### config.mk
export PLATFORM = sky130hd
export DESIGN_NAME = tf_filter_unit
export DESIGN_NICKNAME = d
export VERILOG_FILES = /design/src/rtl/tf_pkg.sv /design/src/rtl/tf_code_table.sv /design/src/rtl/tf_src_qual.sv /design/src/rtl/tf_decide.sv /design/src/rtl/tf_filter_unit.sv
export SDC_FILE = /design/constraint.sdc
export NUM_CORES = 1
export LEC_CHECK = 0
export BUFFER_PORTS_ARGS = -buffer_cell sky130_fd_sc_hd__buf_2
export CAP_MARGIN = 30
export CORE_ASPECT_RATIO = 0.75
export CORE_UTILIZATION = 35
export CTS_CLUSTER_DIAMETER = 60
export DETAILED_ROUTE_END_ITERATION = 7
export MAX_ROUTING_LAYER = met4
export SLEW_MARGIN = 10
export SYNTH_ARGS = -nofsm -noshare
export SYNTH_HDL_FRONTEND = slang
export SYNTH_SLANG_ARGS = --single-unit
### constraint.sdc
create_clock -name clk -period 6.5 [get_ports clk]
set_input_delay 1.3 -clock clk [delete_from_list [all_inputs] [get_ports clk]]
set_output_delay 1.3 -clock clk [all_outputs]
set_load 0.05 [all_outputs]
### src/rtl/tf_pkg.sv
package tf_pkg;

  localparam int CODE_W = 2;

  typedef enum logic [CODE_W-1:0] {
    CODE_ALWAYS = 2'b00,
    CODE_ZERO   = 2'b01,
    CODE_COPY   = 2'b10,
    CODE_RSVD   = 2'b11
  } filt_code_e;

endpackage

### src/rtl/tf_code_table.sv
module tf_code_table #(
  parameter int OPC_W  = 8,
  parameter int CODE_W = 2
) (
  input  logic              clk,
  input  logic              we,
  input  logic [OPC_W-1:0]  waddr,
  input  logic [CODE_W-1:0] wdata,
  input  logic              re,
  input  logic [OPC_W-1:0]  raddr,
  output logic [CODE_W-1:0] rdata
);
  localparam int DEPTH = 1 << OPC_W;

  logic [CODE_W-1:0] mem [DEPTH];

  // Read-first single clock RAM: a same-edge read returns the old word.
  always_ff @(posedge clk) begin
    if (we) mem[waddr] <= wdata;
    if (re) rdata <= mem[raddr];
  end
endmodule

### src/rtl/tf_src_qual.sv
module tf_src_qual #(
  parameter int NSRC    = 2,
  parameter int REG_W   = 5,
  parameter int TAINT_W = 4,
  parameter int SZ_W    = 3
) (
  input  logic [SZ_W-1:0]         size,
  input  logic [NSRC*REG_W-1:0]   src_reg,
  input  logic [NSRC*TAINT_W-1:0] src_taint,
  output logic [NSRC*TAINT_W-1:0] eff_taint,
  output logic [NSRC-1:0]         nz,
  output logic                    disabled
);
  logic [TAINT_W-1:0] mask;

  always_comb begin
    for (int b = 0; b < TAINT_W; b++) begin
      mask[b] = (size > SZ_W'(b));
    end
  end

  assign disabled = (size == '0);

  for (genvar i = 0; i < NSRC; i++) begin : g_src
    logic               is_r0;
    logic [TAINT_W-1:0] t;
    assign is_r0 = (src_reg[i*REG_W +: REG_W] == '0);
    assign t     = is_r0 ? '0 : (src_taint[i*TAINT_W +: TAINT_W] & mask);
    assign eff_taint[i*TAINT_W +: TAINT_W] = t;
    assign nz[i] = |t;
  end
endmodule

### src/rtl/tf_decide.sv
module tf_decide #(
  parameter int NSRC    = 2,
  parameter int TAINT_W = 4
) (
  input  tf_pkg::filt_code_e      code,
  input  logic                    disabled,
  input  logic [NSRC-1:0]         nz,
  input  logic [NSRC*TAINT_W-1:0] eff_taint,
  output logic                    lookup,
  output logic [TAINT_W-1:0]      res
);
  import tf_pkg::*;

  localparam int CNT_W = $clog2(NSRC + 1);

  logic [CNT_W-1:0]   nz_cnt;
  logic [TAINT_W-1:0] merged;
  logic               none_nz;
  logic               one_nz;

  always_comb begin
    nz_cnt = '0;
    merged = '0;
    for (int i = 0; i < NSRC; i++) begin
      nz_cnt = nz_cnt + CNT_W'(nz[i]);
      merged = merged | eff_taint[i*TAINT_W +: TAINT_W];
    end
  end

  assign none_nz = (nz_cnt == '0);
  assign one_nz  = (nz_cnt == CNT_W'(1));

  always_comb begin
    lookup = 1'b0;
    res    = '0;
    if (!disabled) begin
      unique case (code)
        CODE_ZERO: lookup = !none_nz;
        CODE_COPY: begin
          if (one_nz) res = merged;
          else        lookup = !none_nz;
        end
        default:   lookup = 1'b1;
      endcase
    end
  end
endmodule

### src/rtl/tf_filter_unit.sv
module tf_filter_unit #(
  parameter int OPC_W   = 8,
  parameter int NSRC    = 2,
  parameter int REG_W   = 5,
  parameter int TAINT_W = 4,
  parameter int SZ_W    = $clog2(TAINT_W + 1)
) (
  input  logic                    clk,
  input  logic                    rst,
  input  logic                    tbl_we,
  input  logic [OPC_W-1:0]        tbl_addr,
  input  logic [1:0]              tbl_code,
  input  logic                    in_valid,
  input  logic [OPC_W-1:0]        in_opcode,
  input  logic [SZ_W-1:0]         in_size,
  input  logic [NSRC*REG_W-1:0]   in_src_reg,
  input  logic [NSRC*TAINT_W-1:0] in_src_taint,
  output logic                    out_valid,
  output logic                    lookup_req,
  output logic [TAINT_W-1:0]      res_taint,
  output logic                    fwd_en,
  output logic                    dep_stall
);
  import tf_pkg::*;

  // Stage 0: qualify sources and read the code.
  logic [NSRC*TAINT_W-1:0] q_eff;
  logic [NSRC-1:0]         q_nz;
  logic                    q_dis;
  logic [CODE_W-1:0]       s1_code_raw;

  tf_src_qual #(
    .NSRC(NSRC), .REG_W(REG_W), .TAINT_W(TAINT_W), .SZ_W(SZ_W)
  ) u_qual (
    .size(in_size), .src_reg(in_src_reg), .src_taint(in_src_taint),
    .eff_taint(q_eff), .nz(q_nz), .disabled(q_dis)
  );

  tf_code_table #(.OPC_W(OPC_W), .CODE_W(CODE_W)) u_tbl (
    .clk(clk), .we(tbl_we), .waddr(tbl_addr), .wdata(tbl_code),
    .re(in_valid), .raddr(in_opcode), .rdata(s1_code_raw)
  );

  logic                    s1_valid;
  logic [NSRC*TAINT_W-1:0] s1_eff;
  logic [NSRC-1:0]         s1_nz;
  logic                    s1_dis;

  always_ff @(posedge clk) begin
    if (rst) begin
      s1_valid <= 1'b0;
      s1_eff   <= '0;
      s1_nz    <= '0;
      s1_dis   <= 1'b0;
    end else begin
      s1_valid <= in_valid;
      if (in_valid) begin
        s1_eff <= q_eff;
        s1_nz  <= q_nz;
        s1_dis <= q_dis;
      end
    end
  end

  // Stage 1: decide and register the outputs.
  logic               d_lookup;
  logic [TAINT_W-1:0] d_res;

  tf_decide #(.NSRC(NSRC), .TAINT_W(TAINT_W)) u_dec (
    .code(filt_code_e'(s1_code_raw)), .disabled(s1_dis), .nz(s1_nz),
    .eff_taint(s1_eff), .lookup(d_lookup), .res(d_res)
  );

  always_ff @(posedge clk) begin
    if (rst) begin
      out_valid  <= 1'b0;
      lookup_req <= 1'b0;
      res_taint  <= '0;
      fwd_en     <= 1'b0;
      dep_stall  <= 1'b0;
    end else begin
      out_valid  <= s1_valid;
      lookup_req <= s1_valid & d_lookup;
      res_taint  <= s1_valid ? d_res : '0;
      fwd_en     <= s1_valid & ~d_lookup;
      dep_stall  <= s1_valid & d_lookup;
    end
  end
endmodule

# Word level (Yosys, flattened, before mapping)
# Memory sizes are Yosys's and may differ from the RTL's. A register that Yosys moved wholly into a read port is not among the register bits.
# Cells that the tools add are included.
# totals
out_inout_bits	8
ff_bits	19
input_bits	43
n_memories	1
word_cells	41
ramBits	512
# memory_table
memory	depth	word_bits	read_ports	rd_ports_with_merged_regs	write_ports	line_no	rtl
u_tbl.mem	256	2	1	1	1	tf_code_table.sv:15	logic [CODE_W-1:0] mem [DEPTH];
# classes
addsub	1
n_bitwise	9
eq_ne	3
reduce_logical	8
n_lt_le_gt_ge	4
n_mux	7
# op_table
operator	n
$logic_not A5 Y1	2
$and A4 B4 Y4	2
$mux W4	2
$reduce_or A4 Y1	2
$gt A3 B1 Y1 const B	2
$gt A3 B2 Y1 const B	2
$reduce_or A5 Y1	1
$eq A2 B1 Y1 const B	2
$mux W1	4
$not A1 Y1	4
$or A4 B4 Y4	1
$logic_not A3 Y1	1
$add A1 B1 Y2	1
$and A1 B1 Y1	2
$eq A2 B2 Y1 const B	1
$logic_not A2 Y1	1
$pmux W1 S2	1
$logic_not A1 Y1	1

# Depth between registers and ports, before layout
# logic_depth
depth_word	8
mapped_depth	10
depth_no_buf	6

# By module
# From an unflattened synthesis, not the netlist that was laid out.
# hier_totals
hier_cells	1345
area_unflattened_um2	22325.2
# modules_own_cells
mod	cells_per_inst	area_each_um2	n_inst	seq_area_each_um2
tf_code_table	1242	21401.8	1	15434.8
tf_filter_unit	52	605.6	1	380.4
tf_src_qual	31	186.4	1	0.0
tf_decide	20	131.4	1	0.0

# Worst setup path before layout
# No wires, ideal clock.
# synth_timing
path_kind	input to register
startpoint	input port in_opcode[0]
endpoint	register u_tbl.rdata[0] (read register of u_tbl.mem) (data pin)
slack_ps	3421
n_path_buf	2
t_arrival_ps	2818
t_required_ps	6239
stages	8
setup_ps	261
cell_sequence	buf_6 buf_4 mux4_2 a22oi_1 nand3_1 a22o_1 nor3_1 nor4b_2
# synth_rtl
element	line_no	rtl
start: declaration	tf_filter_unit.sv:14	input logic [OPC_W-1:0] in_opcode,
end: declaration	tf_code_table.sv:11	output logic [CODE_W-1:0] rdata

==> flow_metrics.env <==
export IMPL_pre_cts_ws_ps=2160
export IMPL_top_layer="met4"
export IMPL_vias=12547
export IMPL_period_share_pct=56.6
export IMPL_wl_met3_um=4430
export IMPL_drt_wl_total_um=54000
export IMPL_max_cap_violations=0
export IMPL_htree_num_levels=2
export IMPL_synth_edff_count=514
export IMPL_fin_skew_ps=24.8
export IMPL_rsz0062_at_grt="no"
export IMPL_grt_max_degree=225
export IMPL_postRouteAntennaNets=0
export IMPL_wire_per_inst_um=23.1
export IMPL_dieArea_sq_mm=0.0645
export IMPL_io_buffer_count=50
export IMPL_maxSlewViolCount=0
export IMPL_clk_latency_ps=600
export IMPL_stdcell_count=2335
export IMPL_worstSetupStartpoint="in_opcode[1]"
export IMPL_cts_setup_buffers=0
export IMPL_required_ps=6930
export IMPL_synth_fa_ha_area_share_pct=0.225
export IMPL_hold_ws_ps=460
export IMPL_filler_cell_count=5686
export IMPL_ys_ff_latch=533
export IMPL_clock_path_buffers=3
export IMPL_cts_hold_buf=0
export IMPL_ys_warn_count=0
export IMPL_slew_headroom_pct=31.9
export IMPL_reg2regPathDepth=6
export IMPL_cts_resized_gates=0
export IMPL_register_area_sq_mm=0.0158
export IMPL_gr_total_overflow=0
export IMPL_drive_above_1_share_pct=15.5
export IMPL_worst_slack_ps=2820
export IMPL_syn_nets=1456
export IMPL_power_density_mw_per_mm2=287
export IMPL_drc=0
export IMPL_ios=51
export IMPL_worstMarginPinSlew_ps=1020
export IMPL_fp_coreArea_sq_mm=0.0624
export IMPL_crit_type="primary input to flop"
export IMPL_cp_data_arrival_time_ps=4110
export IMPL_dr_pass1_iters=5
export IMPL_setup_viol=0
export IMPL_vdd_drop_max_v=0.000183
export IMPL_cts_tree="yes"
export IMPL_async_reset_ff_share_pct=0
export IMPL_dr_wl_met2_um=23600
export IMPL_leakage_nw=7.80
export IMPL_clock_root_buffer="clkbuf_16"
export IMPL_dpl_hpwl_um=32900
export IMPL_rows=79
export IMPL_startpoint_type="primary input"
export IMPL_crit_fanout=64
export IMPL_cts_buffers=52
export IMPL_ys_seq_area_share_pct=71.2
export IMPL_dpl_cell_area_sq_mm=0.0231
export IMPL_via_per_inst=5.37
export IMPL_antenna_found_initial=3
export IMPL_first_iter_violations=1429
export IMPL_synth_cell_types=55
export IMPL_globalplace_congestion=0.830
export IMPL_critPathCaptureType="flop"
export IMPL_die_height_um=220
export IMPL_final_nets=1487
export IMPL_synthToLayoutAreaGrowth_pct=11.8
export IMPL_hold_path_class="flop to flop"
export IMPL_grt_pass1_wl_um=79800
export IMPL_muxShareOfSynthArea_pct=12.5
export IMPL_clk_pin_slew_worst_paths_ps=60
export IMPL_synth_ff_type="edfxtp_1"
export IMPL_die_x_um=293
export IMPL_wl_met1_um=24800
export IMPL_hold_viol=0
export IMPL_r2r_start="u_tbl.mem[51][1]"
export IMPL_syn_area_sq_mm=0.0222
export IMPL_fmax_mhz=272
export IMPL_worstHoldStart="s1_eff[4]"
export IMPL_syn_area_per_cell_sq_um=15.8
export IMPL_finalSetupTns_ps=0
export IMPL_grt_pass1_vias=12481
export IMPL_grt_use_total_pct=17.3
export IMPL_place_inst=2233
export IMPL_hold_depth=1
export IMPL_status="complete, no violations"
export IMPL_final_area_sq_mm=0.0248
export IMPL_yosys_area_share_simple_pct=8.65
export IMPL_postSynthCellCount=1409
export IMPL_cts_sinks=533
export IMPL_synth_top_family_by_area="multiplexers"
export IMPL_synth_xor_area_share_pct=0
export IMPL_multiInputGateArea_sq_mm=0.00574
export IMPL_synth_compound_area_share_pct=4.44
export IMPL_start_util_pct=35.6
export IMPL_period_minus_slack_ps=3680
[sequential cells by signal, summed over array words and instances (netlist names)]
signal,count
u_tbl.mem,512
s1_eff,8
res_taint,4
s1_nz,2
u_tbl.rdata,2
dep_stall,1
fwd_en,1
out_valid,1
s1_dis,1
s1_valid,1
[power by group]
group | switching (mW) | internal (mW)
clock | 1.27 | 1.68
sequential | 0.00786 | 3.78
combinational | 0.258 | 0.126
total | 1.54 | 5.58
[metrics by stage]
step	util (%)	power (mW)
detailed placement	37.1	4.24
global route	39.8	7.33
CTS	39.7	7.17
finish	39.8	7.12
global placement	37.0	4.24
floorplan	-	4.10
[critical path, cell delays in order]
cell and delay (ps):
buf_6 570, nand3_1 930, o22ai_1 480, nor3_1 90
a31oi_1 310, a21oi_1 120, nor4b_2 290
[Yosys cell counts (5+ instances only)]
cell type	number	area, sq um
o221ai_1	10	87.6
a21oi_1	21	105
nand2_1	35	131
and2_1	5	31.3
buf_2	7	35.0
dfxtp_1	19	380
nand4_1	15	93.8
buf_4	15	113
nand2b_1	15	93.8
edfxtp_1	514	15400
a22oi_1	15	113
nor2b_1	18	113
mux4_2	70	1580
buf_6	15	169
nor2_1	282	1060
a22o_1	13	114
o22ai_1	41	257
nor3_1	15	75.1
inv_1	8	30.0
mux2i_1	115	1150
nor4_1	9	56.3
a31oi_1	5	31.3
nand3_1	35	175
clkbuf_1	51	191
[cell usage in the layout, fill, tap and decap left out, types with 16 or more instances in the layout]
| cell | count |
|---|---|
| clkbuf_16 | 52 |
| mux4_2 | 70 |
| a21oi_1 | 21 |
| nand2_1 | 35 |
| nand3_1 | 33 |
| buf_2 | 46 |
| buf_4 | 16 |
| nor2b_1 | 18 |
| edfxtp_1 | 514 |
| mux2i_1 | 115 |
| o22ai_1 | 41 |
| dfxtp_1 | 19 |
| nor2_1 | 282 |
[cells by family after synthesis]
logic type                 after synthesis
adders and majority gates                4
muxes                                  189
DFF                                    533
AOI/OAI and AO/OA                      138
and+or+nand+nor                        439
buffers and inverters                  106
[per-layer routing]
| layer | track usage, % | vias to the layer above |
|---|---|---|
| li1 | - | 5527 |
| met1 | 24.8 | 6463 |
| met2 | 24.9 | 464 |
| met3 | 3.72 | 93 |
| met4 | 4.45 | 0 |
| met5 | - | - |
[cell type report]
| class | instances | share of cell area [%] |
|---|---|---|
| Antenna cell | 3 | 0.0302 |
| Clock buffer | 66 | 5.45 |
| Clock inverter | 30 | 1.20 |
| Inverter | 9 | 0.136 |
| Multi-Input combinational cell | 770 | 23.1 |
| Sequential cell | 533 | 63.7 |
| Tap cell | 850 | 4.28 |
| Timing Repair Buffer | 74 | 2.07 |
[worst paths after layout]
kind | to | slack, ps
setup / recovery | u_tbl.rdata[1] | 2820
hold / removal | res_taint[0] | 460
setup reg to reg | u_tbl.rdata[1] | 4340
hold reg to reg | res_taint[0] | 460
Note: power is estimated with default switching activity, not from simulation.
